--- src/rtl/adc_scan_pkg.sv ---
package adc_scan_pkg;
  // Strobes the control half sends to the datapath each cycle.
  typedef struct packed {
    logic restart;     // return to setting A, scan position 0
    logic scanStep;    // move scan position past the current input
    logic phaseFlip;   // toggle A/B phase
    logic phaseClear;  // force phase to A
  } seqStrobes_t;
endpackage

--- src/rtl/scan_seq_ctrl.sv ---
module scan_seq_ctrl
  import adc_scan_pkg::*;
(
  input  logic        clk,
  input  logic        rstN,
  input  logic        sampleTaken,
  input  logic        intEvent,
  input  logic        altEn,
  input  logic        scanEn,
  input  logic        altPhase,
  output seqStrobes_t strobes,
  output logic        seqRestart
);
  logic stepOk;
  logic usedB;

  // A restart swallows a sample that arrives in the same cycle.
  assign stepOk = sampleTaken && !intEvent;
  assign usedB  = altEn && altPhase;

  always_comb begin
    strobes            = '0;
    strobes.restart    = intEvent;
    strobes.scanStep   = stepOk && scanEn && !usedB;
    strobes.phaseFlip  = stepOk && altEn;
    strobes.phaseClear = stepOk && !altEn;
  end

  always_ff @(posedge clk) begin
    if (!rstN) seqRestart <= 1'b0;
    else       seqRestart <= intEvent;
  end

  // a restart pulse is seen exactly one cycle after the event
  a_r8_restart_pulse: assert property (@(posedge clk) disable iff (!rstN)
    intEvent |=> seqRestart);
  a_r8_pulse_single: assert property (@(posedge clk) disable iff (!rstN)
    !intEvent |=> !seqRestart);
  // a colliding sample never moves phase or scan
  a_r9_restart_wins: assert property (@(posedge clk) disable iff (!rstN)
    (intEvent && sampleTaken) |-> !(strobes.scanStep || strobes.phaseFlip));
endmodule

--- src/rtl/scan_seq_dp.sv ---
module scan_seq_dp
  import adc_scan_pkg::*;
#(
  parameter int NUM_CH = 16,
  localparam int SEL_W = $clog2(NUM_CH)
)(
  input  logic              clk,
  input  logic              rstN,
  input  seqStrobes_t       strobes,
  input  logic [SEL_W-1:0]  chanPosA,
  input  logic              chanNegA,
  input  logic [SEL_W-1:0]  chanPosB,
  input  logic              chanNegB,
  input  logic              altEn,
  input  logic              scanEn,
  input  logic [NUM_CH-1:0] scanMask,
  input  logic              pinCfgLoad,
  input  logic [NUM_CH-1:0] pinCfgIn,
  output logic              altPhase,
  output logic [SEL_W-1:0]  posSel,
  output logic              negSel,
  output logic              sampleInvalid,
  output logic [NUM_CH-1:0] analogPins
);
  logic [SEL_W-1:0]  scanPos;
  logic [SEL_W-1:0]  curIdx;
  logic [SEL_W-1:0]  stepIdx;
  logic [NUM_CH-1:0] digitalCfg;
  logic              found;
  logic              scanOn;
  logic              useB;

  // Cyclic search: first enabled input at or above the scan position.
  always_comb begin
    found  = 1'b0;
    curIdx = scanPos;
    for (int k = 0; k < NUM_CH; k++) begin
      if (!found && scanMask[(int'(scanPos) + k) % NUM_CH]) begin
        found  = 1'b1;
        curIdx = SEL_W'((int'(scanPos) + k) % NUM_CH);
      end
    end
  end

  assign stepIdx = (int'(curIdx) == NUM_CH - 1) ? '0 : curIdx + 1'b1;
  assign scanOn  = scanEn && (|scanMask);
  assign useB    = altEn && altPhase;

  always_comb begin
    if (useB) begin
      posSel = chanPosB;
      negSel = chanNegB;
    end else begin
      posSel = scanOn ? curIdx : chanPosA;
      negSel = chanNegA;
    end
  end

  always_ff @(posedge clk) begin
    if (!rstN) begin
      scanPos  <= '0;
      altPhase <= 1'b0;
    end else if (strobes.restart) begin
      scanPos  <= '0;
      altPhase <= 1'b0;
    end else begin
      if (strobes.scanStep)   scanPos  <= stepIdx;
      if (strobes.phaseFlip)  altPhase <= ~altPhase;
      if (strobes.phaseClear) altPhase <= 1'b0;
    end
  end

  always_ff @(posedge clk) begin
    if (!rstN)           digitalCfg <= '0;
    else if (pinCfgLoad) digitalCfg <= pinCfgIn;
  end

  assign analogPins    = ~digitalCfg;
  assign sampleInvalid = digitalCfg[posSel] | (negSel & digitalCfg[1]);

  // a scanned A sample always lands on an enabled input
  a_r5_scan_hits_mask: assert property (@(posedge clk) disable iff (!rstN)
    (scanOn && !useB) |-> scanMask[posSel]);
  // restart returns to the sequence origin
  a_r8_restart_home: assert property (@(posedge clk) disable iff (!rstN)
    strobes.restart |=> (scanPos == '0 && !altPhase));
  // a flip strobe changes the phase
  a_r4_alt_flip: assert property (@(posedge clk) disable iff (!rstN)
    (strobes.phaseFlip && !strobes.restart) |=> altPhase != $past(altPhase));
  // a B sample leaves the scan position alone
  a_r7_b_holds_scan: assert property (@(posedge clk) disable iff (!rstN)
    (useB && !strobes.restart) |=> $stable(scanPos));
  // loaded configuration appears inverted on the analog set
  a_r10_pin_load: assert property (@(posedge clk) disable iff (!rstN)
    pinCfgLoad |=> analogPins == ~$past(pinCfgIn));
endmodule

--- src/rtl/adc_scan_sel.sv ---
module adc_scan_sel
  import adc_scan_pkg::*;
#(
  parameter int NUM_CH = 16,
  localparam int SEL_W = $clog2(NUM_CH)
)(
  input  logic              clk,
  input  logic              rstN,
  input  logic [SEL_W-1:0]  chanPosA,
  input  logic              chanNegA,
  input  logic [SEL_W-1:0]  chanPosB,
  input  logic              chanNegB,
  input  logic              altEn,
  input  logic              scanEn,
  input  logic [NUM_CH-1:0] scanMask,
  input  logic              sampleTaken,
  input  logic              intEvent,
  input  logic              pinCfgLoad,
  input  logic [NUM_CH-1:0] pinCfgIn,
  output logic [SEL_W-1:0]  posSel,
  output logic              negSel,
  output logic              seqRestart,
  output logic              sampleInvalid,
  output logic [NUM_CH-1:0] analogPins
);
  seqStrobes_t strobes;
  logic        altPhase;

  scan_seq_ctrl u_ctrl (
    .clk(clk), .rstN(rstN), .sampleTaken(sampleTaken), .intEvent(intEvent),
    .altEn(altEn), .scanEn(scanEn), .altPhase(altPhase),
    .strobes(strobes), .seqRestart(seqRestart)
  );

  scan_seq_dp #(.NUM_CH(NUM_CH)) u_dp (
    .clk(clk), .rstN(rstN), .strobes(strobes),
    .chanPosA(chanPosA), .chanNegA(chanNegA),
    .chanPosB(chanPosB), .chanNegB(chanNegB),
    .altEn(altEn), .scanEn(scanEn), .scanMask(scanMask),
    .pinCfgLoad(pinCfgLoad), .pinCfgIn(pinCfgIn),
    .altPhase(altPhase), .posSel(posSel), .negSel(negSel),
    .sampleInvalid(sampleInvalid), .analogPins(analogPins)
  );
endmodule

--- config.mk ---
export PLATFORM = sky130hd
export DESIGN_NAME = adc_scan_sel
export DESIGN_NICKNAME = d
export VERILOG_FILES = /design/src/rtl/adc_scan_pkg.sv /design/src/rtl/scan_seq_ctrl.sv /design/src/rtl/scan_seq_dp.sv /design/src/rtl/adc_scan_sel.sv
export SDC_FILE = /design/constraint.sdc
export NUM_CORES = 1
export LEC_CHECK = 0
export ABC_AREA = 1
export ABC_CLOCK_PERIOD_IN_PS = 4050
export BUFFER_PORTS_ARGS = -buffer_cell sky130_fd_sc_hd__buf_2
export CORE_AREA = 3 3 88 90
export DETAILED_ROUTE_END_ITERATION = 8
export DIE_AREA = 0 0 91 93
export PLACE_DENSITY_LB_ADDON = 0.15
export SETUP_SLACK_MARGIN = 0.05
export SLEW_MARGIN = 15
export SYNTH_ARGS = -nofsm -noshare
export SYNTH_HDL_FRONTEND = slang
export SYNTH_SLANG_ARGS = --single-unit
--- constraint.sdc ---
create_clock -name clk -period 4.05 [get_ports clk]
set_input_delay 0.6075 -clock clk [delete_from_list [all_inputs] [get_ports clk]]
set_output_delay 0.6075 -clock clk [all_outputs]
set_load 0.05 [all_outputs]
==> results.sh <==
export IMPL_min_period_ps=4320
export IMPL_cts_tree="done"
export IMPL_rr_startpoint="u_dp.scanPos[0]"
export IMPL_grt_pass1_wl_um=18300
export IMPL_port_buffers=71
export IMPL_dpl_worst_slack_ps=-166
export IMPL_synth_fp_nets=641
export IMPL_synth_edf_count=0
export IMPL_ioPinCount=72
export IMPL_r2r_slack_ps=570
export IMPL_worstHoldPathCells=2
export IMPL_die_h_um=93
export IMPL_drt_antenna_violating_nets=0
export IMPL_stdcell_area_mm2=0.00463
export IMPL_nets=787
export IMPL_final_common_cell="nand2_1"
export IMPL_dieArea_mm2=0.00846
export IMPL_placed_cell_area_mm2=0.00420
export IMPL_clock_skew_ps=5.22
export IMPL_vias=4286
export IMPL_worst_slew_pin_slew_ps=722
export IMPL_critical_path_arrival_ps=3710
export IMPL_power_density_mw_per_mm2=212
export IMPL_maxSlewViolCount=0
export IMPL_die_width_um=91
export IMPL_overflow=0
export IMPL_synth_cell_types=38
export IMPL_antenna_found_initial=0
export IMPL_fmax_ghz=0.231
export IMPL_dp_cells=811
export IMPL_status="complete, but fails checks"
export IMPL_cp_slowest_cell="dfxtp_4"
export IMPL_grtUsageTotal=0.264
export IMPL_clkTransAtPathRegs_ps=80
export IMPL_start_util=0.441
export IMPL_min_from="u_dp.digitalCfg[4]"
export IMPL_worst_slack_ps=-271
export IMPL_post_drt_wl_per_cell_um=13.8
export IMPL_worstReg2RegEnd="u_dp.scanPos[3]"
export IMPL_post_route_period_util=1.07
export IMPL_grt_pass1_vias=4122
export IMPL_critPathKind="register to output port"
export IMPL_worstRegToRegCells=23
export IMPL_rows=31
export IMPL_yosysSeqAreaShare=0.140
export IMPL_clock_tree_buffer_depth=2
export IMPL_cts_root_buffer="clkbuf_8"
export IMPL_insertion_delay_ps=260
export IMPL_cts_hold_buffers=0
export IMPL_rsz0062_at_grt="yes"
export IMPL_critPathMaxStageDelay_ps=380
export IMPL_min_to="u_dp.digitalCfg[4]"
export IMPL_crit_fanout=5
export IMPL_gp_congestion=0.941
export IMPL_drt_wl_total_um=11400
export IMPL_final_cell_mix="nand2_1, nand3_1, buf_4, inv_1, buf_2"
export IMPL_grt_max_degree=33
export IMPL_setup_violations_final=4
export IMPL_start_kind="register"
export IMPL_drv_cap=0
export IMPL_p_leak_nw=2.45
export IMPL_dr_pass1_iters=6
export IMPL_async_flop_share=0
export IMPL_core_mm2=0.00714
export IMPL_layoutNonFillerInstCount=828
export IMPL_clock_sinks=22
export IMPL_netlist_area_mm2=0.00315
export IMPL_worstSetupEndpointType="output port"
export IMPL_hold_viol=0
export IMPL_syn_to_final_growth_pct=47.0
export IMPL_viasPerCell=5.18
export IMPL_n_fill_cell=666
export IMPL_cts_buffers=3
export IMPL_hp_class="register to register"
export IMPL_worstPathRequired_ps=3440
export IMPL_relSlewSlack=0.518
export IMPL_synth_area_per_cell_um2=5.39
export IMPL_drc=0
export IMPL_peakVddDrop_uv=273
export IMPL_synth_cells=584
export IMPL_cpMostUsedCell="nand2_1"
export IMPL_place_hpwl_um=8900
export IMPL_synth_seq_cells=22
export IMPL_synth_main_ff_cell="dfxtp_1"
export IMPL_antennaDiodeCount=0
export IMPL_violations="setup timing"
export IMPL_htree_levels=1
export IMPL_drt_iter0_drc=266
export IMPL_yosys_warnings=0
export IMPL_drive_gt1_frac=0.336
[cell families after synthesis]
logic type | count (synthesis) | synth area share
AOI/OAI and AO/OA | 65 | 0.108
buffers and inverters | 102 | 0.129
adders and majority gates | 8 | 0.0318
xor gates and xnor gates | 8 | 0.0270
DFF | 22 | 0.140
and+or+nand+nor | 379 | 0.564
[how the worst max path moves through the flow]
stage | from | end | slack [ps] | cells after the start
after floorplan | u_dp.scanPos[0] | sampleInvalid | -90 | 24
after global placement | scanMask[4] | sampleInvalid | -120 | 27
after detailed placement | scanMask[5] | sampleInvalid | -170 | 27
after CTS | u_dp.scanPos[0] | sampleInvalid | -160 | 29
after global routing | u_dp.scanPos[1] | sampleInvalid | -540 | 29
final | u_dp.scanPos[0] | sampleInvalid | -270 | 30
[registers in the layout (all words and copies together), names as in the netlist]
| register | flops |
|---|---|
| u_dp.scanPos | 4 |
| u_dp.altPhase | 1 |
| u_ctrl.seqRestart | 1 |
| u_dp.digitalCfg | 16 |
[Yosys cell counts (2+ instances only)]
master    count  share of area
buf_4         2         0.0048
nor4_1        4         0.0080
clkbuf_1      3         0.0036
inv_1        80          0.095
nand2_1     190           0.23
a21oi_1      29          0.046
clkinv_1      3         0.0036
xor2_1        5          0.014
nand4_4       2          0.014
and2_1        2         0.0040
nand3_1     117           0.19
nand3_4       2          0.011
a21oi_2       2         0.0056
o21ai_0      24          0.038
inv_2         6         0.0072
nor2_8        2          0.013
nand2_2       6          0.012
ha_1          8          0.032
dfxtp_1      22           0.14
buf_2         6         0.0095
nor3_1        3         0.0048
nand2_4       3          0.011
nand4_1      11          0.022
o21ai_1       7          0.011
nor2_1       32          0.038
[layer usage]
metal,up-vias,share of wire,GRT usage
met3,58,0.073,0.0282
li1,2183,-,-
met4,0,0.060,0.153
met5,-,0,0
met1,1840,0.39,0.307
met2,205,0.48,0.468
[area by class of cell]
cell class	instances	area, µm²	area share
Multi-Input combinational cell	461	2620	0.566
Inverter	89	354	0.0765
Timing Repair Buffer	153	1020	0.221
Sequential cell	22	452	0.0976
Clock buffer	4	55.1	0.0119
Tap cell	99	124	0.0268
[power breakdown]
part	switching [W]	leakage (nW)	total [W]	internal (W)
clock network	0.0000682	0.0288	0.000155	0.0000866
logic	0.000370	2.24	0.000589	0.000220
registers	0.00000890	0.184	0.000237	0.000228
total	0.000447	2.45	0.000981	0.000534
[worst max-delay path: cells and delay by family (launching register included)]
family                   cells  cell delay (ps)
adder cells (fa/ha/maj)      1              320
buffers and inverters        7              720
flip-flops                   1              380
AND/OR/NAND/NOR             22             2010
[per-stage QoR]
step | utilization | power [W] | hold WS [ps] | TNS, ps
2_1_floorplan | - | 0.000585 | 451 | -85.9
3_3_place_gp | 0.589 | 0.000755 | 463 | -117
3_5_place_dp | 0.589 | 0.000761 | 466 | -167
4_1_cts | 0.620 | 0.000947 | 481 | -308
5_1_grt | 0.648 | 0.00105 | 515 | -1670
6_report | 0.648 | 0.000981 | 482 | -633
[repair_timing]
action,CTS,global route
gates resized for setup,27,44
pin swaps,15,17
buffers inserted,9,3
gates cloned,0,1
setup endpoints to repair,4,5
(Power assumes the default switching activity.)
